File: src/rtl/arb_pkg.sv
package arb_pkg;

  // Index width for a client count, never below one bit.
  function automatic int idx_width(input int n);
    return (n > 1) ? $clog2(n) : 1;
  endfunction

endpackage

File: src/rtl/rr_pick.sv
module rr_pick
  import arb_pkg::*;
#(
  parameter int NUM_CLIENTS = 4,
  localparam int IW = idx_width(NUM_CLIENTS)
) (
  input  logic [NUM_CLIENTS-1:0] req,
  input  logic [IW-1:0]          ptr,
  output logic [NUM_CLIENTS-1:0] pick,
  output logic [IW-1:0]          pick_idx
);

  logic [NUM_CLIENTS-1:0] upper_mask;
  logic [NUM_CLIENTS-1:0] upper_req;
  logic [NUM_CLIENTS-1:0] search;

  // Clients at or above the pointer form the first search window.
  for (genvar gi = 0; gi < NUM_CLIENTS; gi++) begin : g_mask
    localparam logic [IW:0] POS = (IW+1)'(gi);
    assign upper_mask[gi] = (POS >= {1'b0, ptr});
  end

  always_comb begin
    upper_req = req & upper_mask;
    search    = (|upper_req) ? upper_req : req;
    // Keep the lowest set bit of the chosen window.
    pick      = search & (~search + NUM_CLIENTS'(1));
  end

  always_comb begin
    pick_idx = '0;
    for (int i = 0; i < NUM_CLIENTS; i++) begin
      if (pick[i]) pick_idx = IW'(i);
    end
  end

endmodule

File: src/rtl/rr_ptr.sv
module rr_ptr
  import arb_pkg::*;
#(
  parameter int NUM_CLIENTS = 4,
  localparam int IW = idx_width(NUM_CLIENTS)
) (
  input  logic          clk,
  input  logic          rst_n,
  input  logic          adv_en,
  input  logic [IW-1:0] win_idx,
  output logic [IW-1:0] ptr_q
);

  localparam logic [IW-1:0] TOP_IDX = IW'(NUM_CLIENTS - 1);

  logic [IW-1:0] ptr_d;

  always_comb begin
    ptr_d = ptr_q;
    if (adv_en) begin
      ptr_d = (win_idx == TOP_IDX) ? '0 : win_idx + IW'(1);
    end
  end

  always_ff @(posedge clk or negedge rst_n) begin
    if (!rst_n) begin
      ptr_q <= '0;
    end else if (adv_en) begin
      ptr_q <= ptr_d;
    end
  end

  // the pointer moves only on a granted cycle
  p_ptr_hold_r8: assert property (@(posedge clk) disable iff (!rst_n)
    !adv_en |=> $stable(ptr_q));

endmodule

File: src/rtl/arb_fair_mon.sv
module arb_fair_mon #(
  parameter int NUM_CLIENTS = 4,
  parameter int MAX_LATENCY = 16,
  localparam int CW = $clog2(MAX_LATENCY + 1) + 1
) (
  input logic                   clk,
  input logic                   rst_n,
  input logic [NUM_CLIENTS-1:0] req,
  input logic [NUM_CLIENTS-1:0] gnt
);

  for (genvar gi = 0; gi < NUM_CLIENTS; gi++) begin : g_cli
    logic [CW-1:0] wait_q;

    always_ff @(posedge clk or negedge rst_n) begin
      if (!rst_n) begin
        wait_q <= '0;
      end else if (gnt[gi] || !req[gi]) begin
        wait_q <= '0;
      end else if (wait_q != '1) begin
        wait_q <= wait_q + CW'(1);
      end
    end

    // bounded wait for a held request
    p_max_wait_r6: assert property (@(posedge clk) disable iff (!rst_n)
      wait_q < CW'(MAX_LATENCY));

    for (genvar gj = 0; gj < NUM_CLIENTS; gj++) begin : g_pair
      if (gi != gj) begin : g_debt
        logic owed_q;

        always_ff @(posedge clk or negedge rst_n) begin
          if (!rst_n) begin
            owed_q <= 1'b0;
          end else if (gnt[gj]) begin
            owed_q <= 1'b0;
          end else if (gnt[gi] && req[gj]) begin
            owed_q <= 1'b1;
          end
        end

        // client gi must not win while it still owes client gj a turn
        p_pair_fair_r5: assert property (@(posedge clk) disable iff (!rst_n)
          owed_q |-> !gnt[gi]);
      end
    end
  end

endmodule

File: src/rtl/rr_stall_arbiter.sv
module rr_stall_arbiter
  import arb_pkg::*;
#(
  parameter int NUM_CLIENTS = 4,
  parameter int MAX_BUSY    = 3,
  parameter int MAX_LATENCY = NUM_CLIENTS * (MAX_BUSY + 1)
) (
  input  logic                   clk,
  input  logic                   rst_n,
  input  logic [NUM_CLIENTS-1:0] req_i,
  input  logic                   stall_i,
  output logic [NUM_CLIENTS-1:0] gnt_o
);

  localparam int IW = idx_width(NUM_CLIENTS);

  logic [IW-1:0]          ptr_q;
  logic [NUM_CLIENTS-1:0] cand;
  logic [IW-1:0]          cand_idx;
  logic                   grant_en;

  rr_pick #(.NUM_CLIENTS(NUM_CLIENTS)) u_pick (
    .req      (req_i),
    .ptr      (ptr_q),
    .pick     (cand),
    .pick_idx (cand_idx)
  );

  always_comb begin
    grant_en = !stall_i && (|req_i);
    gnt_o    = grant_en ? cand : '0;
  end

  rr_ptr #(.NUM_CLIENTS(NUM_CLIENTS)) u_ptr (
    .clk     (clk),
    .rst_n   (rst_n),
    .adv_en  (grant_en),
    .win_idx (cand_idx),
    .ptr_q   (ptr_q)
  );

  arb_fair_mon #(
    .NUM_CLIENTS (NUM_CLIENTS),
    .MAX_LATENCY (MAX_LATENCY)
  ) u_mon (
    .clk   (clk),
    .rst_n (rst_n),
    .req   (req_i),
    .gnt   (gnt_o)
  );

  p_one_grant_r1: assert property (@(posedge clk) disable iff (!rst_n)
    $onehot0(gnt_o));

  p_no_idle_r2: assert property (@(posedge clk) disable iff (!rst_n)
    ((|req_i) && !stall_i) |-> (|gnt_o));

  p_only_req_r3: assert property (@(posedge clk) disable iff (!rst_n)
    (gnt_o & ~req_i) == '0);

  p_stall_block_r4: assert property (@(posedge clk) disable iff (!rst_n)
    stall_i |-> (gnt_o == '0));

  // first grant after reset with full requests lands on client 0
  p_reset_prio_r7: assert property (@(posedge clk) disable iff (!rst_n)
    ($rose(rst_n) === 1'b0) && (ptr_q == '0) && (&req_i) && !stall_i |-> gnt_o[0]);

endmodule

File: config.mk
export PLATFORM = sky130hd
export DESIGN_NAME = rr_stall_arbiter
export DESIGN_NICKNAME = d
export VERILOG_FILES = /design/src/rtl/arb_pkg.sv /design/src/rtl/rr_pick.sv /design/src/rtl/rr_ptr.sv /design/src/rtl/arb_fair_mon.sv /design/src/rtl/rr_stall_arbiter.sv
export SDC_FILE = /design/constraint.sdc
export NUM_CORES = 1
export LEC_CHECK = 0
export ABC_AREA = 1
export BUFFER_PORTS_ARGS = -buffer_cell sky130_fd_sc_hd__clkbuf_2
export CORE_AREA = 2 2 39 41
export CTS_BUF_LIST = sky130_fd_sc_hd__clkbuf_16
export CTS_CLUSTER_DIAMETER = 50
export DETAILED_ROUTE_END_ITERATION = 16
export DIE_AREA = 0 0 41 43
export PLACE_DENSITY_LB_ADDON = 0.25
export SETUP_SLACK_MARGIN = 0.1
export SYNTH_ARGS = -nofsm -noshare
export SYNTH_HDL_FRONTEND = slang
export SYNTH_SLANG_ARGS = --single-unit
File: constraint.sdc
create_clock -name clk -period 1.25 [get_ports clk]
set_input_delay 0.1875 -clock clk [delete_from_list [all_inputs] [get_ports clk]]
set_output_delay 0.1875 -clock clk [all_outputs]
set_load 0.02 [all_outputs]
==> results of run 1 <==
## metrics by stage
step | utilization | power [W] | instances | setup slack (ns)
2_1_floorplan | - | 0.000258 | 35 | 0.0483
4_1_cts | 0.373 | 0.000952 | 74 | -0.353
6_report | 0.399 | 0.000986 | 76 | -0.363
3_5_place_dp | 0.262 | 0.000373 | 69 | -0.117
5_1_grt | 0.399 | 0.00103 | 76 | -0.422
3_3_place_gp | 0.262 | 0.000377 | 69 | -0.112
## cell type report
cell class	count	share of cell area
Inverter	9	0.0612
Clock buffer	3	0.136
Tap cell	16	0.0363
Sequential cell	2	0.0907
Multi-Input combinational cell	24	0.345
Timing Repair Buffer	22	0.331
## report_power, final
part           internal, W  switching [W]  total, W
sequential       0.0000869      0.0000201  0.000107
combinational     0.000196       0.000195  0.000390
clock             0.000408      0.0000810  0.000489
total             0.000690       0.000296  0.000986
## cell families (layout without fill, tap and decap cells)
family	Yosys count	count (layout)	share of synthesized area
and+or+nand+nor	21	21	0.451
buffers and inverters	9	34	0.148
AOI/OAI and AO/OA	3	3	0.181
DFF	2	2	0.220
## what timing repair did
| item | 4_1_cts | 5_1_grt |
|---|---|---|
| endpoints found under the hold margin | 2 | 0 |
| hold buffers | 1 | 0 |
| setup buffers | 2 | 2 |
| endpoints found under the setup margin | 6 | 6 |
| gates resized for setup | 15 | 7 |
| pin swaps | 3 | 4 |
## per-layer routing
metal,wire length (um),up-vias
li1,-,160
met1,304,150
met2,424,11
met3,44,2
met4,17,0
met5,0,-
## worst max path at each step
stage                   startpoint  endpoint  slack (ns)  cells past startpoint
global route        u_ptr.ptr_q[1]  gnt_o[1]       -0.42                      7
CTS                 u_ptr.ptr_q[1]  gnt_o[1]       -0.35                      7
detailed placement  u_ptr.ptr_q[1]  gnt_o[3]       -0.12                      6
finish              u_ptr.ptr_q[1]  gnt_o[2]       -0.36                      7
floorplan           u_ptr.ptr_q[1]  gnt_o[3]        0.05                      5
global placement    u_ptr.ptr_q[1]  gnt_o[2]       -0.11                      8
## cell usage after synthesis
master	instances	area, um^2
sky130_fd_sc_hd__inv_1	5	18.8
sky130_fd_sc_hd__inv_2	4	15.0
sky130_fd_sc_hd__a21oi_4	1	16.3
sky130_fd_sc_hd__nand3_1	4	20.0
sky130_fd_sc_hd__dfrtp_1	2	50.1
sky130_fd_sc_hd__a31oi_2	2	25.0
sky130_fd_sc_hd__nand2_1	8	30.0
sky130_fd_sc_hd__nand2_2	1	6.26
sky130_fd_sc_hd__and3b_1	1	8.76
sky130_fd_sc_hd__nor2_2	1	6.26
sky130_fd_sc_hd__nor2_1	4	15.0
sky130_fd_sc_hd__nand3_2	1	10.0
sky130_fd_sc_hd__nand4_1	1	6.26
==> summary by stage, run 1 <==
Status
The checks that failed: setup timing. The run finished, with violations left.

Yosys
The number of flip-flops and latches in the synthesized netlist is 2. Yosys printed 0 warnings. The number of nets handed over by synthesis was 42. For this run, the register share of the synthesized area comes to 0.220. The cell area that synthesis handed to floorplanning was 228 um^2. Synthesis produced a netlist whose cell count is 35. The post-synthesis cell type count is 13. A synthesized cell averages 6.51 um^2.

Clocking
The buffer cell driving the clock tree root is sky130_fd_sc_hd__clkbuf_16. The clock transition at the registers of the reported paths is 0.03 ns. The number of clock sinks is 2. The source-to-sink clock delay at the later pin of the worst-skew pair is 0.23 ns. TritonCTS built the clock tree. The maximum clock path buffer count is 2. The number of CTS-inserted buffers is 3.

In this run the number of H-tree levels came out at 1.

Timing
The routed design could run at a clock period as short as 1.61 ns. Setup repair after global routing could not meet its margin everywhere. Setup violations remaining at the end of the flow were counted as 6. The maximum achievable frequency is 620 MHz.

Clock skew on the completed layout was measured at 0.00573 ns. The smallest setup slack after layout is -0.363 ns. The final total negative setup slack is -1.55 ns. The worst hold slack across all endpoints is 0.309 ns. The count of final max-slew check failures is 0. The actual slew at the worst max-slew pin is 0.240 ns.

The relative max-transition margin is 0.839. The final count of hold timing violations came to 0. In the finished design, the share of the clock period the worst path needs comes to 1.29.

Setup path
The highest cell delay on the worst timing path is 0.40 ns. By startpoint and endpoint, the worst setup path is classified as reg2out. In this run the worst path has a maximum fanout of 4. Walking the worst path, the cells encountered are nand2_1 > nand2_2 > a31oi_4 > buf_4 > nand3_4 > inv_2 > buf_6.

The slowest cell on the critical path is sky130_fd_sc_hd__dfrtp_1. The critical path buffer and inverter count is 3. The path depth of the worst reg2reg path is 8. The destination of the worst register-to-register timing path is u_ptr.ptr_q[0].

The launching element type of the critical path is a register. The arrival time of the worst setup path is 1.43 ns. Broken down by cell family, the worst path's largest delay share belongs to flip-flops. The setup slack of the most critical reg-to-reg path is -0.11 ns. The critical path capture point type is an output port. For the worst setup path, the data required time is 1.06 ns.

The worst register-to-register path begins at u_ptr.ptr_q[1].

Power and ir drop
Power spread over the standard cell area amounts to 1790 mW/mm^2. The leakage power summed over all cells is 0.289 nW. The maximum vdd drop is 0.815 mV.

Final layout
The area growth from synthesis to layout is 142%. The number of inserted filler cells in the final layout is 146. The flip-flop count of the largest register, all copies and words added is 2. The total area of sequential cells is 50.0 um^2. The design area is 552 um^2. The net count of the finished layout is 69.

The most common library cell in the layout ignoring fill and taps is sky130_fd_sc_hd__buf_4. The largest register by flop count is u_ptr.ptr_q. In the final layout, the share of cells above drive strength 1 is 0.700. The multi-input combinational cells in the finished layout cover a total of 190 um^2.

The top cell types in the final layout, fill and taps aside, are sky130_fd_sc_hd__buf_4, sky130_fd_sc_hd__inv_2, sky130_fd_sc_hd__nand2_1. The antenna diode count is 0. In the final layout, the registers with the most flip-flops are u_ptr.ptr_q x2.

Floorplanning
The starting density of the core is 0.165. The die outline height is 43 um. The initialized floorplan defines 14 standard-cell rows.

11 I/O pins were placed. The die covers 0.00176 mm^2. After floorplanning, the core was sized to cover 0.00138 mm^2. From left edge to right edge, the die measures 41 um.

Placed design
The post-DP HPWL is 493 um. The placed instances occupy a cell area of 363 um^2. Input and output buffers added on the ports amount to 10. The final weighted congestion of routability-driven global placement is 0.697.

GRT
The met1 usage in global routing is 0.0929. The layer flagged by global routing as most heavily used is met2. Summed over all layers, the global routing overflow is 0. For this run, the total global-route usage over all layers was measured as 0.106. For this run, global-route usage on met3 was measured as 0.0471. The number of antenna violations at the first check in global routing is 0.

For this run, global-route usage on met2 was measured as 0.166. The number of global-route vias before repair came to 314. Entering global routing, the biggest net connects 5 pins.

The first global-routing pass estimated 1120 um of wire.

Detailed routing
The count of nets left with antenna violations once routing finished came out at 0. The number of remaining DRC errors is 0. The total iterations of the first detailed-routing run is 2. For this block, the initial DRC count from the detailed router was 6. The number of vias per cell is 4.25. The wire length per cell is 10.4 um. The via count of the routed design is 323.

For this block, the routed nets add up to 790 um of wire.

Hold path
The worst hold path belongs to the class in2async.

Flow run
Max-cap violations in this run came to 0.
(Power assumes the default switching activity.)
==> inputs of run 2 (changes only) <==
- GPL_ROUTABILITY_DRIVEN: default -> 0
- RECOVER_POWER: default -> 50
==> run 2 against run 1 <==
Effect of this change:
- the run still ends with setup timing left
- worst hold slack worse by 0.0014 ns
- clock-buffer cell count unchanged
- global-route usage unchanged
- setup slack about the same
- clock power hardly changed
- combinational power barely moved
- sequential power about the same
- critical path depth is the same
- power about the same
- utilization shrank 0.090 points
- clock skew about the same
- via count unchanged
- critical path type unchanged
- highest routed layer unchanged
==> summary by stage, run 2 (synthesis results as in run 1) <==
Status
The run finished, with violations left. The final reports fail on setup timing.

Detailed routing
The wire length per cell is 10.4 um. The sum of routed wire length over all layers is 792 um. The count of nets left with antenna violations once routing finished came out at 0. The via count of the routed design is 323. The number of remaining DRC errors is 0. For this block, the initial DRC count from the detailed router was 6. The number of vias per cell is 4.25. The total iterations of the first detailed-routing run is 2.

GRT
Entering global routing, the biggest net connects 5 pins. The first global-routing pass estimated 1120 um of wire. The global router's overall resource usage is 0.106. The number of global-route vias before repair is 314. For this run the aggregate overflow at the end of global routing stands at 0. The number of antenna violations at the first check in global routing was 0.

Placed design
During placement, the flow inserted port buffers numbering 10. The post-placement cell count is 69. The post-DP HPWL is 493 um.

Final layout
In the final layout, the share of cells above drive strength 1 is 0.683. From synthesis to final layout, the design area changed by 142%. Across the whole layout, storage elements account for 50.0 um^2. The number of nets in the final layout is 69. The most common library cell in the layout ignoring fill and taps is sky130_fd_sc_hd__buf_4.

Excluding fillers, the count of instances in the completed layout stands at 76. The antenna diode count is 0. The number of inserted filler cells in the final layout is 147. The multi-input combinational cells in the finished layout cover a total of 190 um^2. The register with the most flip-flops in the layout has 2 of them. Counting flops per register, the top entry is u_ptr.ptr_q. Once layout is complete, the utilization of the core stands at 0.398. The largest registers in the layout are u_ptr.ptr_q x2. The top cell types in the final layout, fill and taps aside, are sky130_fd_sc_hd__buf_4, sky130_fd_sc_hd__inv_2, sky130_fd_sc_hd__nand2_1.

Floorplanning
The die outline width is 41 um. The region available for standard cell placement spans 0.00138 mm^2. The row count is 14. The number of top-level pins is 11. The floorplan step defined a die boundary enclosing 0.00176 mm^2.

The starting density of the core is 0.165. The die outline height is 43 um.

Clocking
The number of H-tree levels is 1. The source-to-sink clock delay at the later pin of the worst-skew pair is 0.23 ns. The cell sitting at the root of the clock tree is a sky130_fd_sc_hd__clkbuf_16. In this run, CTS created clock tree buffers numbering 3.

The number of clock sinks is 2. The clock transition at the registers of the reported paths is 0.03 ns. The TritonCTS clock tree is built. The maximum clock path buffer count is 2.

Timing
The final count of hold timing violations came to 0. The clock arrives with 0.00574 ns of skew. For the pin with the worst max-slew slack, the measured transition is 0.240 ns. Across all setup checks in the final design, the least slack found is -0.363 ns. The period utilization is 1.29. The relative max-transition margin is 0.839. Setup repair after global routing could not meet its margin everywhere. The minimum clock period is 1.61 ns. The count of final max-slew check failures is 0.

Timing would allow up to 620 MHz. Setup violations remaining at the end of the flow were counted as 6.

Power and ir drop
The share of total power dissipated in the clock network is 0.496. VDD sags by at most 0.815 mV. The part of the power in combinational logic is 0.396. In this run the power density over the cells is 1790 mW/mm^2. The analysis attributes to cell leakage a power of 0.286 nW. The final total power is 0.000986 W. Of the total power, the share spent switching nets is 0.300. The share of total power dissipated in sequential elements is 0.109. The internal power is 0.000690 W.

The switching power is 0.000296 W.

Setup path
The critical path capture point type is an output port. At the worst endpoint, the required time is 1.06 ns. Along the worst path, the maximum fanout reaches 4. The arrival time of the worst setup path is 1.43 ns. The setup path with the least slack is of type reg2out. The launching element type of the critical path is a register. The setup slack of the most critical reg-to-reg path is -0.12 ns.

Flow run
The tool flagged a number of max-cap violations equal to 0.

Hold path
The worst hold path class is in2async.
[run 2: per-stage QoR]
| step | instance area (um^2) | setup TNS, ns | setup slack (ns) | hold WS, ns |
|---|---|---|---|---|
| 6_report | 551 | -1.55 | -0.363 | 0.308 |
| 5_1_grt | 551 | -1.95 | -0.422 | 0.327 |
| 4_1_cts | 517 | -1.42 | -0.353 | 0.277 |
| 3_5_place_dp | 363 | -0.490 | -0.117 | -0.0253 |
| 3_3_place_gp | 363 | -0.446 | -0.112 | -0.0269 |
| 2_1_floorplan | 233 | 0 | 0.0483 | -0.108 |
[run 2: worst paths after layout]
kind	start	to	cells after the start
worst max-delay path	u_ptr.ptr_q[1]	gnt_o[2]	7
worst min register to register	u_ptr.ptr_q[1]	u_ptr.ptr_q[1]	4
min in group clk	stall_i	u_ptr.ptr_q[1]	5
worst min-delay path	rst_n	u_ptr.ptr_q[1]	2
worst max register to register	u_ptr.ptr_q[1]	u_ptr.ptr_q[0]	8
max in group asynchronous	rst_n	u_ptr.ptr_q[0]	2
[run 2: layout make-up]
| class | instances | share of cell area |
|---|---|---|
| Tap cell | 16 | 0.0364 |
| Timing Repair Buffer | 22 | 0.330 |
| Clock buffer | 3 | 0.136 |
| Multi-Input combinational cell | 24 | 0.345 |
| Sequential cell | 2 | 0.0909 |
| Inverter | 9 | 0.0614 |
[run 2: power groups by stage]
stage               Combinational, W  Sequential (W)  Clock, W
finish                      0.000390        0.000107  0.000489
global route                0.000417        0.000111  0.000505
CTS                         0.000347        0.000106  0.000499
detailed placement          0.000266        0.000107         0
global placement            0.000269        0.000107         0
floorplan                   0.000154        0.000104         0
[run 2: critical path, cell delays in order, from the launching register on]
cell	delay, ns
sky130_fd_sc_hd__dfrtp_1	0.40
sky130_fd_sc_hd__nand2_1	0.09
sky130_fd_sc_hd__nand2_2	0.07
sky130_fd_sc_hd__a31oi_4	0.23
sky130_fd_sc_hd__buf_4	0.16
sky130_fd_sc_hd__nand3_4	0.08
sky130_fd_sc_hd__inv_2	0.06
sky130_fd_sc_hd__buf_6	0.10
[run 2: per-layer routing]
layer  vias up  wire length, um  global-route usage  share of wire
li1        160                -                   -              -
met1       150              305              0.0929           0.39
met2        11              424               0.166           0.54
met3         2               44              0.0471          0.056
met4         0               17               0.100          0.021
met5         -                0                   0              0
[run 2: timing repair]
item | CTS | global route
pin swaps | 3 | 4
hold buffers | 1 | 0
setup endpoints to repair | 6 | 6
gates cloned | 0 | 0
buffers inserted | 2 | 2
resized for setup | 15 | 7
hold endpoints to repair | 2 | 0
==> inputs of run 3 (changes only) <==
- PLACE_DENSITY_LB_ADDON: 0.25 -> default
==> run 3 against run 2 <==
Effect of this change:
- combinational power shrank 9.0%
- clock-buffer cell count unchanged
- fmax up 3.8%
- worst hold slack worse by 0.020 ns
- non-clock buffer count unchanged
- the run still ends with setup timing left
- utilization fell by 1.8 points
==> summary by stage, run 3 (synthesis results as in run 1) <==
Clocking
The root buffer cell chosen for the clock tree is sky130_fd_sc_hd__clkbuf_16. The TritonCTS clock tree is built. The number of clock buffers added by TritonCTS is 3. In this run the number of H-tree levels came out at 1. The source-to-sink clock delay at the later pin of the worst-skew pair is 0.22 ns. The number of clock sinks is 2. The clock transition at the registers of the reported paths is 0.03 ns. The clock passes through at most 2 buffers.

Final layout
The library cell used most frequently in the layout, excluding fill and tap cells, is sky130_fd_sc_hd__buf_4. The largest registers in the layout are u_ptr.ptr_q x2. u_ptr.ptr_q holds more flip-flops than any other register. The post-synthesis to final-layout area growth is 131%.

The flip-flop count of the largest register, all copies and words added is 2. Of the cells placed in the final design, the portion with a size suffix greater than 1 is 0.667. At the end of the flow, the number of nets in the layout was 69. The top cell types in the final layout, fill and taps aside, are sky130_fd_sc_hd__buf_4, sky130_fd_sc_hd__inv_2, sky130_fd_sc_hd__nand2_1. The antenna diode count is 0.

GRT
The first global-routing pass estimated 1310 um of wire. The number of antenna violations at the first check in global routing is 0. In the global route stage, overall resource usage came out at 0.112.

The number of global-route vias before repair is 318. Summed over all layers, the global routing overflow is 0. Entering global routing, the biggest net connects 5 pins.

Detailed routing
The number of vias per cell is 3.97. In the routed design, unresolved DRC markers number 0. In the final routed layout, each cell accounts on average for 9.20 um.

The sum of routed wire length over all layers is 699 um. After detailed routing, the wire length on met1 is 274 um. The amount of wire on met2 after detailed routing is 358 um. Wire segments on met3 add up to 65 um in the final route.

The violation count after the first detailed-route iteration is 3. The number of nets still failing antenna checks after routing is 0. The pre-antenna-repair detailed-routing pass consisted of 2 iterations. After detailed routing, no signal wire sits above met3. Summing over every cut layer, the via total after detailed routing is 302.

Power and ir drop
Dividing total power by cell area gives a power density of 1770 mW/mm^2. Summed over all cells, the static leakage comes to 0.278 nW. The sequential fraction of design power is 0.111. The internal power is 0.000670 W.

The maximum vdd drop is 1.11 mV. The switching part of the total power is 0.279. The final total power is 0.000930 W.

The switching power is 0.000260 W. Of the total power, combinational logic draws 0.382. The power share of the clock group is 0.506.

Setup path
The data required time of the critical path is 1.06 ns. The destination of the worst register-to-register timing path is u_ptr.ptr_q[0]. The launching element type of the critical path is a register. The category of the critical setup timing path is reg2out. In this run the register-to-register setup slack is -0.16 ns.

The arrival time of the worst setup path is 1.37 ns. The worst register-to-register path has a depth of 9. The critical path capture point type is an output port.

Of all nets on the critical path, the largest fanout is 3. The beginning of the worst register-to-register path is u_ptr.ptr_q[1].

Flow run
The count of max-cap constraint violations is 0.

Timing
Once routing completed, OpenROAD measured the worst setup slack at -0.303 ns. Setup repair after global routing could not meet its margin everywhere. The final count of hold timing violations is 0. The count of final max-slew check failures is 0. The worst path in the final design needs a cycle of 1.55 ns, including I/O delays and setup. The relative max-transition margin is 0.859.

Across all hold checks on the routed design, the worst slack comes to 0.288 ns. The final worst clock skew is 0.00295 ns. In the finished design, the share of the clock period the worst path needs comes to 1.24.

The final setup violation count is 6. At the pin with the least slew margin, the transition time is 0.210 ns. Derived from the worst setup path, the maximum achievable clock frequency is 644 MHz.

Placed design
In this run the tool buffered the top-level ports with 10 buffer cells. The post-DP HPWL is 513 um. Before CTS, the worst setup slack after placement is -0.136 ns.

Floorplanning
The placeable core region is 0.00138 mm^2. The floorplan has 14 rows. The die outline height is 43 um.

The die covers 0.00176 mm^2. The floorplan step set the die width to 41 um. The starting density of the core is 0.165. The number of top-level pins is 11.

Status
The flow ran to the end, but the final reports show violations. The final reports fail on setup timing.

Hold path
The worst hold path belongs to the class in2async.
[run 3: cell counts in the layout (fill, tap and decap cells not counted)]
No cell type changed its count.
[run 3: how the worst max path moves through the flow]
| stage | slack [ns] | from | depth (start not counted) | end |
|---|---|---|---|---|
| floorplan | 0.05 | u_ptr.ptr_q[1] | 5 | gnt_o[3] |
| global placement | -0.12 | u_ptr.ptr_q[1] | 6 | gnt_o[3] |
| detailed placement | -0.14 | u_ptr.ptr_q[1] | 6 | gnt_o[3] |
| CTS | -0.32 | u_ptr.ptr_q[1] | 7 | gnt_o[3] |
| global route | -0.39 | u_ptr.ptr_q[0] | 7 | gnt_o[3] |
| finish | -0.30 | u_ptr.ptr_q[1] | 7 | gnt_o[3] |
[run 3: cell type report]
type / instances / area [um^2]
sequential: 2 / 50.0
clock buffer: 3 / 75.1
tap: 16 / 20.0
fill: 146 / 858
inverter: 9 / 33.8
multi-input combinational: 24 / 173
timing repair buffer: 22 / 174
[run 3: critical path, stage by stage (launching register included)]
cell and delay [ns]:
sky130_fd_sc_hd__dfrtp_1 0.38, sky130_fd_sc_hd__inv_2 0.10, sky130_fd_sc_hd__nand3_2 0.09, sky130_fd_sc_hd__nand4_1 0.10, sky130_fd_sc_hd__nand2_2 0.09, sky130_fd_sc_hd__buf_4 0.15
sky130_fd_sc_hd__nor2_4 0.12, sky130_fd_sc_hd__buf_8 0.12
[run 3: through the flow]
stage,setup TNS [ns],std cells,utilization,instance area [um^2]
finish,-1.29,76,0.380,526
detailed placement,-0.493,68,0.257,355
global placement,-0.396,68,0.257,355
floorplan,0,35,-,233
CTS,-1.45,76,0.376,520
global route,-1.84,76,0.380,526
[run 3: routing by layer]
layer / GRT usage / vias to the layer above
met5: 0 / -
li1: - / 159
met2: 0.163 / 9
met1: 0.131 / 134
met4: 0.0400 / 0
met3: 0.0681 / 0
[run 3: timing repair]
action	CTS	global route
hold endpoints to repair	2	0
resized for setup	11	4
hold buffers	1	0
setup buffers	4	0
pin swaps	5	4
cloned	0	0
setup endpoints to repair	6	6
[run 3: power by group through the flow]
| stage | clock network [W] | registers, W | logic (W) |
|---|---|---|---|
| final | 0.000471 | 0.000103 | 0.000355 |
| after global routing | 0.000491 | 0.000106 | 0.000390 |
| after CTS | 0.000478 | 0.000104 | 0.000345 |
| after detailed placement | 0 | 0.000107 | 0.000244 |
| after global placement | 0 | 0.000107 | 0.000240 |
| after floorplan | 0 | 0.000104 | 0.000154 |
